$ cat src/rtl/acc_pkg.sv
package acc_pkg;
  localparam int OPC_W = 4;

  localparam logic [OPC_W-1:0] OPC_LOAD  = 4'b0001;
  localparam logic [OPC_W-1:0] OPC_STORE = 4'b0010;
  localparam logic [OPC_W-1:0] OPC_ADD   = 4'b0101;

  typedef enum logic [2:0] {
    ST_FETCH,
    ST_DECODE,
    ST_OPER,
    ST_EXEC,
    ST_HALT
  } state_e;

  typedef struct packed {
    logic pc_inc;    // fetch cycle: address from pc, pc advances
    logic ir_we;     // capture returned instruction word
    logic opnd_sel;  // drive operand address instead of pc
    logic mem_we;    // store write cycle
    logic acc_load;  // accumulator <= read data
    logic acc_add;   // accumulator <= accumulator + read data
  } ctrl_t;
endpackage

$ cat src/rtl/acc_ctrl.sv
module acc_ctrl
  import acc_pkg::*;
(
  input  logic             clk_i,
  input  logic             rst_ni,
  input  logic [OPC_W-1:0] opcode_i,
  output ctrl_t            ctrl_o,
  output logic             halt_o
);

  state_e state_q, state_d;
  logic   is_load, is_store, is_add;

  assign is_load  = (opcode_i == OPC_LOAD);
  assign is_store = (opcode_i == OPC_STORE);
  assign is_add   = (opcode_i == OPC_ADD);

  always_comb begin
    state_d = state_q;
    unique case (state_q)
      ST_FETCH:  state_d = ST_DECODE;
      ST_DECODE: state_d = ST_OPER;
      ST_OPER: begin
        if (is_load || is_add) state_d = ST_EXEC;
        else if (is_store)     state_d = ST_FETCH;
        else                   state_d = ST_HALT;
      end
      ST_EXEC:   state_d = ST_FETCH;
      ST_HALT:   state_d = ST_HALT;
      default:   state_d = ST_HALT;
    endcase
  end

  always_ff @(posedge clk_i or negedge rst_ni) begin
    if (!rst_ni) state_q <= ST_FETCH;
    else         state_q <= state_d;
  end

  always_comb begin
    ctrl_o          = '0;
    ctrl_o.pc_inc   = (state_q == ST_FETCH);
    ctrl_o.ir_we    = (state_q == ST_DECODE);
    ctrl_o.opnd_sel = (state_q == ST_OPER);
    ctrl_o.mem_we   = (state_q == ST_OPER) && is_store;
    ctrl_o.acc_load = (state_q == ST_EXEC) && is_load;
    ctrl_o.acc_add  = (state_q == ST_EXEC) && is_add;
  end

  assign halt_o = (state_q == ST_HALT);


  halt_sticky_chk: assert property (@(posedge clk_i) disable iff (!rst_ni)
    halt_o |=> halt_o);


  halt_quiet_chk: assert property (@(posedge clk_i) disable iff (!rst_ni)
    halt_o |-> !ctrl_o.mem_we && !ctrl_o.pc_inc);


  single_write_chk: assert property (@(posedge clk_i) disable iff (!rst_ni)
    ctrl_o.mem_we |=> !ctrl_o.mem_we);


  store_refetch_chk: assert property (@(posedge clk_i) disable iff (!rst_ni)
    ctrl_o.mem_we |=> ctrl_o.pc_inc);

endmodule

$ cat src/rtl/acc_datapath.sv
module acc_datapath
  import acc_pkg::*;
#(
  parameter  int DATA_W = 16,
  localparam int ADDR_W = DATA_W - OPC_W
) (
  input  logic              clk_i,
  input  logic              rst_ni,
  input  ctrl_t             ctrl_i,
  input  logic [DATA_W-1:0] mem_rdata_i,
  output logic [OPC_W-1:0]  opcode_o,
  output logic [ADDR_W-1:0] mem_addr_o,
  output logic [DATA_W-1:0] mem_wdata_o
);

  logic [ADDR_W-1:0] pc_q;
  logic [DATA_W-1:0] ir_q;
  logic [DATA_W-1:0] acc_q, acc_d;

  always_ff @(posedge clk_i or negedge rst_ni) begin
    if (!rst_ni)           pc_q <= '0;
    else if (ctrl_i.pc_inc) pc_q <= pc_q + ADDR_W'(1);
  end

  always_ff @(posedge clk_i or negedge rst_ni) begin
    if (!rst_ni)           ir_q <= '0;
    else if (ctrl_i.ir_we) ir_q <= mem_rdata_i;
  end

  // carry out of the top bit is dropped
  always_comb begin
    acc_d = acc_q;
    if (ctrl_i.acc_load)     acc_d = mem_rdata_i;
    else if (ctrl_i.acc_add) acc_d = acc_q + mem_rdata_i;
  end

  always_ff @(posedge clk_i or negedge rst_ni) begin
    if (!rst_ni) acc_q <= '0;
    else         acc_q <= acc_d;
  end

  assign opcode_o    = ir_q[DATA_W-1 -: OPC_W];
  assign mem_addr_o  = ctrl_i.opnd_sel ? ir_q[ADDR_W-1:0] : pc_q;
  assign mem_wdata_o = acc_q;


  pc_step_chk: assert property (@(posedge clk_i) disable iff (!rst_ni)
    ctrl_i.pc_inc |=> mem_addr_o == $past(mem_addr_o) + ADDR_W'(1));


  acc_hold_chk: assert property (@(posedge clk_i) disable iff (!rst_ni)
    !(ctrl_i.acc_load || ctrl_i.acc_add) |=> $stable(acc_q));

endmodule

$ cat src/rtl/acc_core.sv
module acc_core
  import acc_pkg::*;
#(
  parameter  int DATA_W = 16,
  localparam int ADDR_W = DATA_W - OPC_W
) (
  input  logic              clk_i,
  input  logic              rst_ni,
  output logic [ADDR_W-1:0] mem_addr_o,
  output logic [DATA_W-1:0] mem_wdata_o,
  output logic              mem_we_o,
  input  logic [DATA_W-1:0] mem_rdata_i,
  output logic              halt_o
);

  ctrl_t            ctrl;
  logic [OPC_W-1:0] opcode;

  acc_ctrl u_ctrl (
    .clk_i    (clk_i),
    .rst_ni   (rst_ni),
    .opcode_i (opcode),
    .ctrl_o   (ctrl),
    .halt_o   (halt_o)
  );

  acc_datapath #(.DATA_W(DATA_W)) u_dp (
    .clk_i       (clk_i),
    .rst_ni      (rst_ni),
    .ctrl_i      (ctrl),
    .mem_rdata_i (mem_rdata_i),
    .opcode_o    (opcode),
    .mem_addr_o  (mem_addr_o),
    .mem_wdata_o (mem_wdata_o)
  );

  assign mem_we_o = ctrl.mem_we;


  reset_idle_chk: assert property (@(posedge clk_i) disable iff (!rst_ni)
    $rose(rst_ni) |-> !mem_we_o && !halt_o);

endmodule

$ cat config.mk
export PLATFORM = sky130hd
export DESIGN_NAME = acc_core
export DESIGN_NICKNAME = d
export VERILOG_FILES = /design/src/rtl/acc_pkg.sv /design/src/rtl/acc_ctrl.sv /design/src/rtl/acc_datapath.sv /design/src/rtl/acc_core.sv
export SDC_FILE = /design/constraint.sdc
export NUM_CORES = 1
export LEC_CHECK = 0
export ABC_AREA = 1
export BUFFER_PORTS_ARGS = -buffer_cell sky130_fd_sc_hd__buf_2
export CAP_MARGIN = 15
export CORE_MARGIN = 5
export CORE_UTILIZATION = 23
export CTS_CLUSTER_DIAMETER = 50
export DETAILED_ROUTE_END_ITERATION = 8
export SYNTH_ARGS = -nofsm -noshare
export SYNTH_HDL_FRONTEND = slang
export SYNTH_SLANG_ARGS = --single-unit
export TNS_END_PERCENT = 100
$ cat constraint.sdc
create_clock -name clk_i -period 2.2 [get_ports clk_i]
set_input_delay 0.44 -clock clk_i [delete_from_list [all_inputs] [get_ports clk_i]]
set_output_delay 0.44 -clock clk_i [all_outputs]
set_load 0.03 [all_outputs]
== Word level (Yosys, flattened, before mapping) ==
Index checks and enable logic that the tools add are counted.
Word-level totals
  register bits: 47
  input port bits: 18
  output and inout port bits: 30
  logic and storage cells: 25
Operators by class
  $add $sub $neg: 2
  eq/ne operators: 7
  mux-type cells: 6
  reductions and logical operators: 6
Operator list (count)
  16-bit two-way mux: 2
  16-bit adder: 1
  12-bit by 1-bit adder with 12-bit output (second input constant): 1
  12-bit two-way mux: 1
  3-bit case mux with 4 select lines: 1
  3-bit by 2-bit == test with 1-bit output (second input constant): 2
  3-bit two-way mux: 2
  4-bit by 1-bit == test with 1-bit output (second input constant): 1
  4-bit by 2-bit == test with 1-bit output (second input constant): 1
  4-bit by 3-bit == test with 1-bit output (second input constant): 1
  3-bit by 1-bit == test with 1-bit output (second input constant): 1
  3-bit == test (second input constant): 1
  1-bit logical AND: 3
  3-bit logical NOT: 1
  2-bit nonzero test: 1
  1-bit logical OR: 1

== Depth between registers and ports, before layout ==
Gate-level depths: netlist of run 1.
  word-level depth: 4
  depth in mapped cells: 12
  gate-level depth less buffers: 12

== By module ==
A second synthesis of run 1 with hierarchy kept.
Second synthesis, totals
  cell total of the unflattened synthesis: 407
  area, all modules: 3072.9 sq um
By module, submodules not included
  acc_datapath: times used 1, cells each 376, area an instance 2859.0 sq um, seq. area each 1101.1 sq um
  acc_ctrl: times used 1, cells each 31, area an instance 214.0 sq um, seq. area each 75.1 sq um

== Worst setup path before layout of run 1 ==
OpenSTA, ideal clock, no wires.
  path type: register to output
  from: register u_ctrl.state_q[1]
  to: output port mem_addr_o[0]
  data arrival time: 1.470 ns
  data required time: 1.760 ns
  slack: 0.290 ns
  stages on the path, launching flop included: 5
  buffers on the path: 1
  cell sequence: dfrtp_1 inv_1 nor3_2 clkbuf_1 o21ai_0
On the way
  longest elaborated chain between the ends: 2
Ends and longest elaborated chain
  start: declaration: RTL line acc_ctrl.sv:11  | state_e state_q, state_d;
  start signal: assignment: RTL line acc_ctrl.sv:36  | else state_q <= state_d;
  3-bit by 2-bit == test with 1-bit output: RTL line acc_ctrl.sv:43  | ctrl_o.opnd_sel = (state_q == ST_OPER);
  12-bit two-way mux: RTL line acc_datapath.sv:43  | assign mem_addr_o = ctrl_i.opnd_sel ? ir_q[ADDR_W-1:0] : pc_q;
  end: declaration: RTL line acc_core.sv:9  | output logic [ADDR_W-1:0] mem_addr_o,
No other way between the ends.

== Worst setup path after layout of run 1 ==
  from: register u_ctrl.state_q[1]
  to: output port mem_addr_o[8]
Same word-level chain as after synthesis.

==> qor.yml, run 1 <==
overflow: 0
gp_congestion: 0.805
clkTransAtPathRegs_ns: 0.07
instances_no_fill: 661
ios: 48
preCtsSetupSlack_ns: 0.150
cts_buffers: 5
worst_slack_ns: 0.129
vias: 2791
antennaDiodeCount: 0
slew_violations: 0
cp-end-kind: "output port"
cts_root_buffer: "clkbuf_16"
cp_cell_sequence: "inv_1, nor3_4, buf_4, nand2_1, o21ai_0, buf_2"
syn_area_um2: 3150
rr_endpoint: "u_dp.mem_wdata_o[12]"
hold_path.class: "in2async"
r2r-start: "u_dp.mem_wdata_o[0]"
slew_headroom_pct: 63.3
setup_tns_ns: 0
hold-worst-slack_ns: 0.125
worst_ep_arrival_time_ns: 1.63
worstPathBufferInverterCount: 3
dominantRegCellSynth: "dfrtp_1"
dp.cells: 652
final_net_count: 519
tightest_slew_ns: 0.550
grt_pass1_wl_um: 13800
min_period_over_period_pct: 94.1
dieWidth_um: 127
synth.distinct_cells: 35
fin_skew_ns: 0.00807
synth_area_leaders: "dfrtp_1, nand2_1, inv_1, ha_1, nand3_1"
cpPeakStageDelay_ns: 0.38
grt_max_degree: 29
synth-seq-cells: 47
die-area_um2: 16100
pwr_density_cell_nw_per_um2: 715
firstDrtPassIters: 4
wl_per_cell_um: 12.7
grt_setup_unrepaired: "false"
drtAntennaViolNets: 0
leakage_nw: 1.97
start_util_pct: 23.6
grt_pass1_vias: 2789
drive_above_1_share_pct: 18.6
drtIter0Drc: 135
cp.required_ns: 1.76
synth_warnings: 0
yosysTopAreaCell: "dfrtp_1"
rr_worst_depth: 11
drt_wl_total_um: 8370
syn-num-nets: 468
status: "complete, no violations"
cts.sinks: 47
peakVddDrop_mv: 0.277
slowest_stage: "dfrtp_1"
cts_hold_buf: 0
max_cap_violations: 0
path_max_fanout: 9
clk_path_buf_depth: 2
synth.avg_cell_area_um2: 7.28
hpwl_um: 6560
cp-start-kind: "register"
cts_tree: "done"
port_buffers: 47
htreeDepth: 2
antenna_found_initial: 0
drc: 0
async_flop_share_pct: 100
vias_per_cell: 4.22
finalSetupViolCount: 0
synth_most_common_cell: "nand2_1"
synthCells: 433
seq_area_frac_synth_pct: 37.3
synth_common_cells: "nand2_1, inv_1, dfrtp_1"
crit_type: "reg2out"
period_needed_ns: 2.07
yosys.area.top_type_share_pct: 37.3
worstSkewPairLatency_ns: 0.29
fmax_ghz: 0.483
grt_usage_pct: 10.6
core_um2: 13300
rows: 42
rrSetupSlack_ns: 0.31
hold_viol: 0
critPathTopFamily: "buffers and inverters"
synth_edf_count: 0
chipHeight_um: 127
synthToLayoutAreaGrowth_pct: 20.5
==> cell usage in the layout (no fill, tap or decap), drive strengths merged <==
cell type / count
nand2: 154
inv: 72
buf: 54
dfrtp: 47
nand3: 33
o21ai: 21
nor2: 19
a21oi: 17
ha: 16
xor2: 12
nor3: 7
mux2: 6
clkbuf: 6
or2: 3
o211ai: 3
a31oi: 3
xnor2: 2
nand3b: 2
nor4: 2
o31ai: 1
and2: 1
nand4: 1
a21o: 1
fa: 1
bufinv: 1
==> metrics by stage <==
stage	cell area [um^2]	utilization, %	total power [W]
finish	3800	28.4	0.00272
global route	3800	28.4	0.00288
CTS	3790	28.4	0.00275
detailed placement	3610	27.0	0.00181
global placement	3610	27.0	0.00179
floorplan	3150	-	0.00158
==> what timing repair did <==
action	4_1_cts	5_1_grt
setup buffers	0	1
gates cloned	0	0
pin swaps	0	1
hold endpoints to repair	0	0
gates resized for setup	1	0
endpoints found under the setup margin	3	4
==> area by class of cell <==
type                    count  area, um^2
inverters                  71         269
fillers                  1495        9550
repair buffers             54         300
clock inverters             2        38.8
multi-input cells         305        1650
well taps                 176         220
clock buffers               6         139
flip-flops and latches     47        1180
==> cell families after synthesis <==
kind of cell	synth area share [%]
multiplexers	2.14
XOR/XNOR	3.89
buffers and inverters	10.4
adder cells (fa/ha/maj)	6.99
flip-flops	37.3
AND/OR/NAND/NOR	30.6
AO/OA/AOI/OAI	8.66
==> registers in the layout, summed over array words and instances, names as in the netlist <==
signal and cells:
u_ctrl.state_q 3, u_dp.pc_q 12, u_dp.ir_q 16, u_dp.mem_wdata_o 16
==> metal layers <==
metal | GRT usage [%] | part of all wire [%]
met1 | 14.2 | 49
met4 | 2.52 | 1.1
met3 | 2.13 | 3.8
met2 | 17.8 | 46
met5 | 0 | 0
==> how the worst max path moves through the flow <==
stage,start,to,cells after the start
2_1_floorplan,u_ctrl.state_q[1],mem_addr_o[0],4
3_3_place_gp,mem_rdata_i[0],u_dp.mem_wdata_o[14],13
3_5_place_dp,mem_rdata_i[0],u_dp.mem_wdata_o[10],13
4_1_cts,u_ctrl.state_q[0],mem_addr_o[5],5
5_1_grt,u_ctrl.state_q[1],mem_addr_o[5],6
6_report,u_ctrl.state_q[1],mem_addr_o[8],6
==> worst register-to-register path, cell delays in order (launching register included) <==
cell	delay [ns]
dfrtp_1	0.39
ha_1	0.24
fa_1	0.40
nand2_1	0.10
nand2_1	0.07
and2_1	0.17
nand3_1	0.10
nand3_1	0.08
nand2_1	0.06
nand3_1	0.06
nand2_1	0.08
nand2_1	0.04
==> where the power goes <==
group          internal [W]  switching, W  total (W)
Sequential          0.00100      0.000105    0.00111
Combinational      0.000241      0.000438   0.000679
Clock              0.000572      0.000356   0.000929
Power figures use the tool's default switching activity.
==> run 2: changes to the inputs <==
--- a/config.mk
+++ b/config.mk
@@ -12,7 +12,8 @@
 export CORE_UTILIZATION = 23
 export CTS_CLUSTER_DIAMETER = 50
 export DETAILED_ROUTE_END_ITERATION = 8
+export HOLD_SLACK_MARGIN = 0.15
+export RECOVER_POWER = 100
 export SYNTH_ARGS = -nofsm -noshare
 export SYNTH_HDL_FRONTEND = slang
 export SYNTH_SLANG_ARGS = --single-unit
-export TNS_END_PERCENT = 100
==> qor.yml, run 2 (synthesis results as in run 1) <==
status: "complete, no violations"
p_int_w: 0.00181  # -0.34%
drc: 0  # unchanged
start_util_pct: 23.6  # unchanged
dp.cells: 652  # unchanged
power_frac_clock_pct: 34.7  # +0.5 points
dpl_cell_area_um2: 3610  # unchanged
wl_per_cell_um: 12.6  # -0.71%
slew_headroom_pct: 12.1  # -51 points
max_cap_violations: 0  # unchanged
cp-start-kind: "register"
drt_wl_total_um: 8320  # -0.56%
hold_path_startpoint: "mem_rdata_i[0]"
p_switching_w: 0.000881  # -2.1%
rr_endpoint: "u_dp.mem_wdata_o[15]"
gr-usage-met1_pct: 14.1  # -0.026 points
ios: 48  # unchanged
clkTransAtPathRegs_ns: 0.07  # about the same
grt.busiest_layer: "met2"
rr_worst_depth: 8  # -3
tightest_slew_ns: 1.32  # +0.768 ns
core_um2: 13300  # unchanged
drtIter0Drc: 131  # -3.0%
grt_setup_unrepaired: "false"
rrSetupSlack_ns: 0.24  # -0.07 ns
grt_max_degree: 29  # unchanged
cpPeakStageDelay_ns: 0.37  # about the same
leakage_nw: 1.94  # -1.5%
cts_buffers: 5  # unchanged
htreeDepth: 2  # unchanged
cts.sinks: 47  # unchanged
min_to: "u_dp.ir_q[0]"
critPathTopFamily: "buffers and inverters"
finalSetupViolCount: 0  # unchanged
p_sw_share_pct: 32.7  # -0.39 points
gp_congestion: 0.805  # unchanged
slew_violations: 0  # unchanged
cp.required_ns: 1.76  # about the same
seqPwrFrac_pct: 41.1  # +0.3 points
final_net_count: 520  # +0.19%
worst_ep_arrival_time_ns: 1.62  # about the same
regArea_um2: 1180  # unchanged
fill_cells: 1515  # +1.3%
vias: 2776  # -0.54%
instances_no_fill: 662  # +0.15%
firstDrtPassIters: 4  # unchanged
clk_path_buf_depth: 2  # unchanged
period_needed_ns: 2.06  # -0.0143 ns
slowest_stage: "dfrtp_1"
hold_viol: 0  # unchanged
fmax_ghz: 0.486  # +0.70%
multiInputGateArea_um2: 1580  # -4.7%
pwr_density_cell_nw_per_um2: 727  # +1.7%
cts_tree: "done"
cp_cell_sequence: "inv_1, nor3_4, buf_4, nand2_1, o21ai_0, clkbuf_2"
peakVddDrop_mv: 0.275  # -0.89%
use_met3_pct: 2.13  # unchanged
dieWidth_um: 127  # unchanged
r2r-start: "u_ctrl.state_q[2]"
final_area_um2: 3700  # -2.5%
combPwrFrac_pct: 24.3  # -0.7 points
overflow: 0  # unchanged
crit_type: "reg2out"
final_common_cell: "nand2_1"
met2_usage_pct: 17.8  # unchanged
die-area_um2: 16100  # unchanged
grt_usage_pct: 10.6  # about the same
cp-end-kind: "output port"
grt_pass1_wl_um: 13800  # -0.10%
worstPathBufferInverterCount: 3  # unchanged
drtAntennaViolNets: 0  # unchanged
path_max_fanout: 9  # unchanged
rows: 42  # unchanged
grt_pass1_vias: 2783  # -0.22%
min_period_over_period_pct: 93.5  # -0.65 points
port_buffers: 47  # unchanged
hpwl_um: 6560  # unchanged
worstSkewPairLatency_ns: 0.29  # about the same
antennaDiodeCount: 0  # unchanged
chipHeight_um: 127  # unchanged
synthToLayoutAreaGrowth_pct: 17.5
hold_depth: 2
final_cell_mix: "nand2_1, inv_1, dfrtp_1"
fin_skew_ns: 0.00696  # -0.00111 ns
vias_per_cell: 4.19  # -0.69%
cts_root_buffer: "clkbuf_16"
drive_above_1_share_pct: 11.1  # -7.4 points
hold_path.class: "in2reg"
antenna_found_initial: 0  # unchanged
setup_tns_ns: 0  # unchanged
==> run 2: cell types whose count changed in the layout (fill, tap and decap cells not counted), moves of 4 or more <==
cell      before  now
buf_2         47   17
clkbuf_1       0   19
clkbuf_2       0   12
a21oi_1       10   17
a21oi_2        7    0
nor2_1        15   19
==> run 2: how the worst max path moves through the flow <==
| stage | startpoint | endpoint | cells past startpoint |
|---|---|---|---|
| after floorplan | u_ctrl.state_q[1] | mem_addr_o[0] | 4 |
| after global placement | mem_rdata_i[0] | u_dp.mem_wdata_o[14] | 13 |
| after detailed placement | mem_rdata_i[0] | u_dp.mem_wdata_o[10] | 13 |
| after CTS | u_ctrl.state_q[0] | mem_addr_o[5] | 5 |
| after global routing | u_ctrl.state_q[2] | u_dp.mem_wdata_o[15] | 8 |
| final | u_ctrl.state_q[1] | mem_addr_o[8] | 6 |
==> run 2: stage by stage <==
stage / worst slack [ns] / utilization (%) / hold WS, ns / power [W]
2_1_floorplan: 0.290 / - / 0.144 / 0.00158
3_3_place_gp: 0.197 / 27.0 / 0.453 / 0.00179
3_5_place_dp: 0.150 / 27.0 / 0.456 / 0.00181
4_1_cts: 0.0724 / 28.5 / 0.420 / 0.00276
5_1_grt: 0.0292 / 27.7 / 0.429 / 0.00285
6_report: 0.143 / 27.7 / 0.420 / 0.00269
==> run 2: area by class of cell <==
| cell class | instances | area share [%] |
|---|---|---|
| clock buffer | 6 | 3.75 |
| clock inverter | 2 | 1.05 |
| inverter | 71 | 7.20 |
| multi-input combinational | 305 | 42.6 |
| sequential | 47 | 31.8 |
| tap | 176 | 5.95 |
| timing repair buffer | 55 | 7.67 |
==> run 2: timing repair <==
action                                  in CTS  in global routing
hold endpoints to repair                     4                  0
setup buffers                                0                  1
pin swaps                                    0                  1
hold buffers                                 1                  0
resized for setup                            1                  0
endpoints found under the setup margin       3                  4
==> run 2: worst reg2reg max path, cell delays in order, from the launching register on <==
cell	delay [ns]
dfrtp_1	0.41
inv_1	0.14
nand3_1	0.09
nor2_1	0.18
clkbuf_1	0.43
inv_2	0.31
a21oi_1	0.22
nand2_1	0.07
nand2_1	0.05
==> run 2: per-layer routing <==
| metal | vias to the layer above | wire length [um] |
|---|---|---|
| met5 | - | 0 |
| met1 | 1248 | 4100 |
| met4 | 0 | 93 |
| met2 | 63 | 3850 |
| met3 | 8 | 274 |
| li1 | 1457 | - |
==> run 2: power by group through the flow <==
stage	clock network (W)	logic, W	registers, W
after global placement	0	0.000673	0.00112
after CTS	0.000952	0.000692	0.00111
final	0.000933	0.000654	0.00111
after detailed placement	0	0.000689	0.00113
after floorplan	0	0.000477	0.00110
after global routing	0.000983	0.000744	0.00113
==> run 3: changes to the inputs <==
==> constraint.sdc (replaced) <==
create_clock -name clk_i -period 2.55 [get_ports clk_i]
set_input_delay 0.51 -clock clk_i [delete_from_list [all_inputs] [get_ports clk_i]]
set_output_delay 0.51 -clock clk_i [all_outputs]
set_load 0.03 [all_outputs]
==> qor.yml, run 3 (synthesis results as in run 1) <==
status: "complete, no violations"
period_needed_ns: 2.24
antennaDiodeCount: 0  # unchanged
cp-end-kind: "output port"
fmax_ghz: 0.446
worstSkewPairLatency_ns: 0.29  # about the same
cts_buffers: 5  # unchanged
fin_skew_ns: 0.00801  # +0.00105 ns
final_cell_mix: "nand2_1, inv_1, dfrtp_1"
crit_type: "reg2out"
start_util_pct: 23.6  # unchanged
slowest_stage: "dfrtp_1"
rows: 42  # unchanged
slew_violations: 0  # unchanged
grt_pass1_wl_um: 13800  # -0.60%
die-area_um2: 16100  # unchanged
post_cts_resized: 0  # -1
ios: 48  # unchanged
cp_cell_sequence: "nor3_2, buf_4, inv_1, nor2_1, clkbuf_1"
setup_tns_ns: 0  # unchanged
wl_per_cell_um: 12.4  # -1.7%
slew_headroom_pct: 30.1  # +18 points
firstDrtPassIters: 4  # unchanged
peakVddDrop_mv: 0.304  # +11%
cpPeakStageDelay_ns: 0.43  # +0.06 ns
final_net_count: 519  # -0.19%
cp-start-kind: "register"
vias_per_cell: 4.16  # -0.79%
cts_root_buffer: "clkbuf_16"
finalSetupViolCount: 0  # unchanged
min_period_over_period_pct: 88.0
htreeDepth: 2  # unchanged
vias: 2750  # -0.94%
core_um2: 13300  # unchanged
chipHeight_um: 127  # unchanged
post_cts.repair.setup_buffers: 0  # unchanged
port_buffers: 47  # unchanged
grt_max_degree: 29  # unchanged
dieWidth_um: 127  # unchanged
drt_wl_total_um: 8170  # -1.9%
path_max_fanout: 11  # +2
antenna_found_initial: 0  # unchanged
drc: 0  # unchanged
drive_above_1_share_pct: 10.3  # -0.80 points
worst_slack_ns: 0.306  # +0.162 ns
critPathTopFamily: "buffers and inverters"
max_cap_violations: 0  # unchanged
worst_ep_arrival_time_ns: 1.73  # +0.11 ns
overflow: 0  # unchanged
grt_pass1_vias: 2776  # -0.25%
hold_path.class: "in2async"
drtIter0Drc: 78  # -40%
clkTransAtPathRegs_ns: 0.07  # about the same
cp.required_ns: 2.04  # +0.28 ns
pwr_density_cell_nw_per_um2: 624  # -14%
drtAntennaViolNets: 0  # unchanged
synthToLayoutAreaGrowth_pct: 17.0
cts_hold_buf: 0  # -1
hpwl_um: 6410  # -2.4%
final_common_cell: "nand2_1"
tightest_slew_ns: 1.05  # -0.270 ns
gp_congestion: 0.828  # +2.8%
grt_usage_pct: 10.4  # -0.25 points
preCtsSetupSlack_ns: 0.438  # +0.288 ns
clk_path_buf_depth: 2  # unchanged
hold_viol: 0  # unchanged
cts_tree: "done"
worstPathBufferInverterCount: 3  # unchanged
cts.sinks: 47  # unchanged
leakage_nw: 1.88  # -3.2%
grt_setup_unrepaired: "false"
[run 3: cell count changes in the layout (fill, tap and decap cells not counted), moves of 2 or more]
| cell | previous run | this run |
|---|---|---|
| nor2_1 | 19 | 17 |
| a21oi_1 | 17 | 10 |
| clkbuf_1 | 19 | 32 |
| clkbuf_2 | 12 | 0 |
| a21oi_2 | 0 | 7 |
[run 3: where the power goes]
| part | leakage, nW | switching, W | internal (W) |
|---|---|---|---|
| clock | 0.0804 | 0.000315 | 0.000467 |
| combinational | 1.27 | 0.000370 | 0.000189 |
| sequential | 0.530 | 0.0000914 | 0.000866 |
[run 3: worst paths after layout]
path                            cells past startpoint  slack (ns)              endpoint           startpoint
worst max-delay path                                5        0.31              mem_we_o    u_ctrl.state_q[0]
worst min-delay path                                1        0.38  u_dp.mem_wdata_o[14]               rst_ni
worst max register to register                     11        0.63  u_dp.mem_wdata_o[12]  u_dp.mem_wdata_o[0]
worst min register to register                      1        0.46          u_dp.pc_q[9]         u_dp.pc_q[9]
max in group asynchronous                           2        0.68         u_dp.ir_q[12]               rst_ni
min in group clk_i                                  1        0.46          u_dp.pc_q[9]         u_dp.pc_q[9]
[run 3: final cells by class]
class,instances,area (um^2)
repair buffers,54,243
fillers,1517,9660
flip-flops and latches,47,1180
clock inverters,3,46.3
clock buffers,5,125
multi-input cells,305,1610
well taps,176,220
inverters,71,269
[run 3: metrics by stage]
stage	utilization [%]	hold slack, ns	cells	cell area (um^2)	power (W)
after global routing	27.6	0.465	661	3690	0.00244
after floorplan	-	0.214	433	3150	0.00136
after global placement	27.0	0.454	653	3600	0.00155
after CTS	28.3	0.170	661	3770	0.00234
after detailed placement	27.0	0.459	653	3600	0.00156
final	27.6	0.379	661	3690	0.00230
[run 3: layer usage]
metal | track usage (%) | vias up | wire length [um]
li1 | - | 1459 | -
met1 | 15.0 | 1233 | 4300
met2 | 16.5 | 50 | 3550
met3 | 1.71 | 8 | 229
met4 | 1.96 | 0 | 91
met5 | 0 | - | 0
